`config.mk`:
```
export PLATFORM = sky130hd
export DESIGN_NAME = msr_perm_check
export DESIGN_NICKNAME = d
export VERILOG_FILES = /design/src/rtl/msr_perm_pkg.sv /design/src/rtl/msr_perm_map.sv /design/src/rtl/msr_perm_ctrl.sv /design/src/rtl/msr_perm_check.sv
export SDC_FILE = /design/constraint.sdc
export NUM_CORES = 1
export LEC_CHECK = 0
export CORE_ASPECT_RATIO = 1.5
export CORE_MARGIN = 3
export CORE_UTILIZATION = 41
export CTS_CLUSTER_SIZE = 28
export DETAILED_ROUTE_END_ITERATION = 10
export GPL_TIMING_DRIVEN = 0
export PLACE_DENSITY = 0.78
export SLEW_MARGIN = 10
export SYNTH_ARGS = -nofsm -noshare
export SYNTH_HDL_FRONTEND = slang
export SYNTH_SLANG_ARGS = --single-unit
```
`constraint.sdc`:
```
create_clock -name clk -period 4.8 [get_ports clk]
set_input_delay 0.96 -clock clk [delete_from_list [all_inputs] [get_ports clk]]
set_output_delay 0.96 -clock clk [all_outputs]
set_load 0.005 [all_outputs]
```
`src/rtl/msr_perm_pkg.sv`:
```
package msr_perm_pkg;

    // MSRs covered by each index window
    localparam int RANGE_SPAN   = 8192;
    localparam int NUM_WIN      = 3;
    localparam int BITS_PER_MSR = 2;
    localparam int SPAN_W       = $clog2(RANGE_SPAN);
    localparam int BIT_IDX_W    = $clog2(NUM_WIN * RANGE_SPAN * BITS_PER_MSR);
    localparam int OFF_W        = BIT_IDX_W - 3;

    typedef struct packed {
        logic             hit;
        logic [OFF_W-1:0] byte_off;
        logic [2:0]       bit_pos;
    } map_t;

    typedef enum logic {
        S_IDLE = 1'b0,
        S_WAIT = 1'b1
    } state_e;

    // First MSR index of window k; window order sets its bitmap slot
    function automatic logic [31:0] win_start(input int k);
        case (k)
            0:       return 32'h0000_0000;
            1:       return 32'hC000_0000;
            default: return 32'hC001_0000;
        endcase
    endfunction

endpackage

```
`src/rtl/msr_perm_map.sv`:
```
module msr_perm_map
    import msr_perm_pkg::*;
(
    input  logic [31:0] idx,
    output map_t        map
);

    logic [NUM_WIN-1:0]                hit;
    logic [NUM_WIN-1:0][BIT_IDX_W-1:0] bidx;

    // One comparator and offset adder per window
    for (genvar k = 0; k < NUM_WIN; k++) begin : g_win
        logic [31:0] rel;
        assign rel     = idx - win_start(k);
        assign hit[k]  = (rel < 32'(RANGE_SPAN));
        assign bidx[k] = {(BIT_IDX_W-1)'(k * RANGE_SPAN) + (BIT_IDX_W-1)'(rel[SPAN_W-1:0]), 1'b0};
    end

    // Windows are disjoint, so at most one contributes
    always_comb begin
        map = '0;
        for (int k = 0; k < NUM_WIN; k++) begin
            if (hit[k]) begin
                map.hit      = 1'b1;
                map.byte_off = bidx[k][BIT_IDX_W-1:3];
                map.bit_pos  = bidx[k][2:0];
            end
        end
    end

endmodule

```
`src/rtl/msr_perm_ctrl.sv`:
```
module msr_perm_ctrl
    import msr_perm_pkg::*;
#(
    parameter int AW = 32
) (
    input  logic          clk,
    input  logic          rst,
    input  logic          req_valid,
    input  logic          req_write,
    input  logic          msr_icpt_en,
    input  logic [AW-1:0] bitmap_base,
    input  map_t          map,
    input  logic [7:0]    mem_rd_data,
    input  logic          mem_rd_valid,
    output logic          mem_rd_en,
    output logic [AW-1:0] mem_rd_addr,
    output logic          busy,
    output logic          done,
    output logic          vm_exit
);

    state_e     state;
    logic [2:0] sel_q;
    logic       accept;

    assign accept = req_valid && (state == S_IDLE);
    assign busy   = (state == S_WAIT);

    always_ff @(posedge clk) begin
        if (rst) begin
            state       <= S_IDLE;
            sel_q       <= '0;
            mem_rd_en   <= 1'b0;
            mem_rd_addr <= '0;
            done        <= 1'b0;
            vm_exit     <= 1'b0;
        end else begin
            done      <= 1'b0;
            mem_rd_en <= 1'b0;
            case (state)
                S_IDLE: begin
                    if (accept) begin
                        if (!msr_icpt_en) begin
                            done    <= 1'b1;
                            vm_exit <= 1'b0;
                        end else if (!map.hit) begin
                            done    <= 1'b1;
                            vm_exit <= 1'b1;
                        end else begin
                            state       <= S_WAIT;
                            mem_rd_en   <= 1'b1;
                            mem_rd_addr <= bitmap_base + AW'(map.byte_off);
                            // even bit position, so adding the direction stays in the byte
                            sel_q       <= map.bit_pos + {2'b00, req_write};
                        end
                    end
                end
                S_WAIT: begin
                    if (mem_rd_valid) begin
                        done    <= 1'b1;
                        vm_exit <= mem_rd_data[sel_q];
                        state   <= S_IDLE;
                    end
                end
                default: state <= S_IDLE;
            endcase
        end
    end

endmodule

```
`src/rtl/msr_perm_check.sv`:
```
module msr_perm_check
    import msr_perm_pkg::*;
#(
    parameter int AW = 32
) (
    input  logic          clk,
    input  logic          rst,
    input  logic          req_valid,
    input  logic [31:0]   req_index,
    input  logic          req_write,
    input  logic          msr_icpt_en,
    input  logic [AW-1:0] bitmap_base,
    output logic          busy,
    output logic          done,
    output logic          vm_exit,
    output logic          mem_rd_en,
    output logic [AW-1:0] mem_rd_addr,
    input  logic [7:0]    mem_rd_data,
    input  logic          mem_rd_valid
);

    map_t idx_map;

    msr_perm_map u_map (
        .idx (req_index),
        .map (idx_map)
    );

    msr_perm_ctrl #(.AW(AW)) u_ctrl (
        .clk          (clk),
        .rst          (rst),
        .req_valid    (req_valid),
        .req_write    (req_write),
        .msr_icpt_en  (msr_icpt_en),
        .bitmap_base  (bitmap_base),
        .map          (idx_map),
        .mem_rd_data  (mem_rd_data),
        .mem_rd_valid (mem_rd_valid),
        .mem_rd_en    (mem_rd_en),
        .mem_rd_addr  (mem_rd_addr),
        .busy         (busy),
        .done         (done),
        .vm_exit      (vm_exit)
    );

endmodule

```
==> flow_metrics.py <==
metrics = {
    "run_status": {
        "status": "finished clean",
    },
    "floorplan": {
        "core_mm2": 0.00622,
        "row_count": 35,
        "die_area_mm2": 0.00753,
        "dieWidth_um": 71.9,
        "fp.dieH_um": 105,
        "ios": 114,
        "initial_core_util_pct": 42.9,
    },
    "place": {
        "post_dp_cell_area_mm2": 0.00388,
        "io_buffer_count": 112,
        "gp_congestion": 0.807,
        "hpwl_mm": 6.17,
    },
    "drt": {
        "wirelength_mm": 7.42,
        "viasPerCell": 5.34,
        "vias": 2786,
        "ant_nets": 0,
        "first_iter_violations": 107,
        "drcViolationCount": 0,
        "drt_pass1_iterations": 4,
        "wire_per_inst_um": 14.2,
    },
    "cells_and_area": {
        "finish.utilization_pct": 64.2,
        "fillers": 578,
        "drive_gt1_share_pct": 7.59,
        "n_antenna_cell": 0,
        "final_nets": 539,
        "finalInstanceArea_mm2": 0.00399,
        "area_delta_synth_final_pct": 49.7,
    },
    "timing": {
        "hold_viol_final": 0,
        "post-route-min-period_ps": 4540,
        "finalMaxSlewViolations": 0,
        "rsz0062_at_grt": "false",
        "worstMarginPinSlew_ps": 488,
        "fin_tns_setup_ps": 0,
        "final_min_period_over_clock_period_pct": 94.5,
        "fmax_mhz": 220,
        "slew_headroom_pct": 67.2,
        "fin_skew_ps": 2.50,
        "finalSetupViolations": 0,
    },
    "logic_synthesis": {
        "synth.area.top_cells": "dfxtp_1 (29%), xnor2_1 (6.6%), nand2_1 (6.2%)",
        "yosys_warnings": 0,
        "avgSynthCellArea_um2": 8.13,
        "synth-main-ff-cell": "dfxtp_1",
        "postSynthCellCount": 328,
        "synth_compound_area_share_pct": 21.7,
        "syn_area_mm2": 0.00267,
        "synth_top_cell_by_area": "dfxtp_1",
        "synthSimpleGateAreaFrac_pct": 25.7,
        "seq_area_frac_synth_pct": 29.3,
        "synth-seq-cells": 39,
        "ys_types": 59,
        "synth_top_family_by_area": "simple AND/OR/NAND/NOR gates",
        "yosys.area.top_type_share_pct": 29.3,
        "synth-adder-area-share_pct": 6.85,
        "synth_fp_nets": 420,
        "synthMuxAreaShare_pct": 2.06,
        "async_flop_share_pct": 0,
        "synth-edff-count": 0,
        "yosys.area_share.xor_xnor_pct": 8.86,
    },
    "job": {
        "drv_cap": 0,
    },
    "critical_path": {
        "reg2reg_depth": 4,
        "rr_endpoint": "u_ctrl.mem_rd_addr[7]$_SDFFE_PP0P_",
        "arrival_ps": 4750,
        "path_class": "input pin to flip-flop",
        "cp-start-kind": "input pin",
        "crit_fanout": 10,
        "crit_required_ps": 5010,
        "rrSetupSlack_ps": 3250,
        "timing.rr.start": "u_ctrl.busy$_SDFF_PP0_",
        "setup.worst_path.end_class": "flip-flop",
    },
    "pwr": {
        "p_per_area_mw_per_mm2": 173,
        "p_clk_share_pct": 35.4,
        "p_sw_w": 0.000158,
        "switching_share_pct": 22.8,
        "p_int_w": 0.000533,
        "power_frac_seq_pct": 47.0,
        "ir_worst_vdd_v": 0.000122,
        "p_leak_nw": 1.40,
        "comb_power_share_pct": 17.6,
    },
    "clocking": {
        "cts_tree": "built",
        "htree_levels": 2,
        "clockRootBuffer": "clkbuf_8",
        "cts_sinks": 39,
        "ctsHoldBuffers": 0,
        "cts_resized": 0,
        "clock_path_buffers": 2,
        "post_cts_buffers": 0,
        "clock_latency_ps": 290,
        "path_clk_slew_ps": 70,
        "cts_made_buffers": 5,
    },
    "global_routing": {
        "antenna_found_initial": 0,
        "grt_pass1_vias": 2712,
        "gr-total-overflow": 0,
        "grt_pass1_wl_mm": 12.0,
        "grt_start_max_net_pins": 12,
        "grt_usage_pct": 19.5,
    },
    "hold_path": {
        "min-delay-start": "u_ctrl.vm_exit$_SDFFE_PP0P_",
        "hp-class": "flip-flop to flip-flop",
        "hold_path_end": "u_ctrl.vm_exit$_SDFFE_PP0P_",
        "whs_path_depth": 2,
    },
}
cell type report:
type	count	area, um2	area share, %
Inverter	8	30.0	0.752
Tap cell	74	92.6	2.32
Buffer	16	119	2.98
Clock buffer	8	100	2.51
Sequential cell	39	781	19.6
Timing Repair Buffer	112	1120	28.1
Multi-Input combinational cell	265	1750	43.8
cell families (layout without fill, tap and decap cells):
logic type,count (synthesis),count (layout)
mux,3,3
compound gates,85,85
simple gates,136,136
buf+inv,24,144
xor+xnor,27,27
fa+ha+maj,14,14
flops,39,39
cells in the mapped netlist (2+ instances only):
library cell,n
nand2b_1,3
buf_6,2
or3_1,2
nor2b_1,2
nand4_2,2
o21ai_1,3
xor2_1,7
xnor2_1,20
nand3_1,10
clkbuf_1,5
buf_2,2
inv_1,8
mux4_2,2
a21o_1,7
nand2_1,44
nor3_1,6
clkbuf_8,3
nand4b_1,2
o21ai_0,6
nor2_1,33
a211oi_1,18
a21oi_1,30
ha_1,13
dfxtp_1,39
nor4_1,4
nand3b_1,2
and2_1,12
a31oi_1,3
o211ai_1,2
and3_1,2
nand4_1,3
a21oi_2,4
worst max-delay path: stages:
cell,delay [ps]
clkdlybuf4s50_1,400
nor4_1,330
nand4_1,210
a21oi_2,350
clkbuf_1,330
and2_1,180
ha_1,180
fa_1,210
a21o_1,160
a41oi_1,150
a21oi_2,320
nor3_1,110
or4b_1,490
xor2_1,160
a211oi_1,220
how the worst max path moves through the flow:
stage	startpoint	to	slack [ps]
global route	req_index[26]	u_ctrl.mem_rd_addr[16]$_SDFFE_PP0P_	50
detailed placement	req_index[26]	u_ctrl.mem_rd_addr[30]$_SDFFE_PP0P_	-60
finish	req_index[26]	u_ctrl.mem_rd_addr[16]$_SDFFE_PP0P_	260
global placement	req_index[26]	u_ctrl.mem_rd_addr[30]$_SDFFE_PP0P_	20
floorplan	req_index[22]	u_ctrl.mem_rd_addr[16]$_SDFFE_PP0P_	1040
CTS	req_index[26]	u_ctrl.mem_rd_addr[30]$_SDFFE_PP0P_	220
power groups by stage:
stage | Combinational, W | Sequential (W) | Clock, W
2_1_floorplan | 0.0000421 | 0.000332 | 0
3_3_place_gp | 0.000120 | 0.000332 | 0
3_5_place_dp | 0.000121 | 0.000332 | 0
4_1_cts | 0.000122 | 0.000325 | 0.000246
5_1_grt | 0.000131 | 0.000325 | 0.000263
6_report | 0.000122 | 0.000325 | 0.000244
registers in the layout (all words and copies together), names as in the netlist:
signal	cells
u_ctrl.mem_rd_addr	32
u_ctrl.sel_q	3
u_ctrl.busy	1
u_ctrl.done	1
u_ctrl.mem_rd_en	1
u_ctrl.vm_exit	1
placed cells by master (no fill, tap or decap), types with 7 or more instances in the layout:
cell type	n
a21o_1	7
nand2_1	44
and2_1	12
xnor2_1	20
dfxtp_1	39
nand3_1	10
nor2_1	33
clkbuf_8	10
a211oi_1	18
inv_1	8
clkdlybuf4s50_1	112
xor2_1	7
ha_1	13
a21oi_1	30
routing by layer:
| metal | track usage, % | wire length, um |
|---|---|---|
| met3 | 2.69 | 337 |
| met5 | 0 | 0 |
| met4 | 6.32 | 127 |
| met1 | 20.8 | 2880 |
| met2 | 37.7 | 4080 |
through the flow:
stage / setup slack [ps] / hold WS (ps) / power [W] / instances
2_1_floorplan: 1040 / 438 / 0.000374 / 328
3_3_place_gp: 23.2 / 433 / 0.000452 / 514
3_5_place_dp: -62.7 / 446 / 0.000454 / 514
4_1_cts: 224 / 457 / 0.000693 / 522
5_1_grt: 47.4 / 479 / 0.000720 / 522
6_report: 264 / 456 / 0.000691 / 522
No activity file was read; power rests on OpenSTA's default activity.
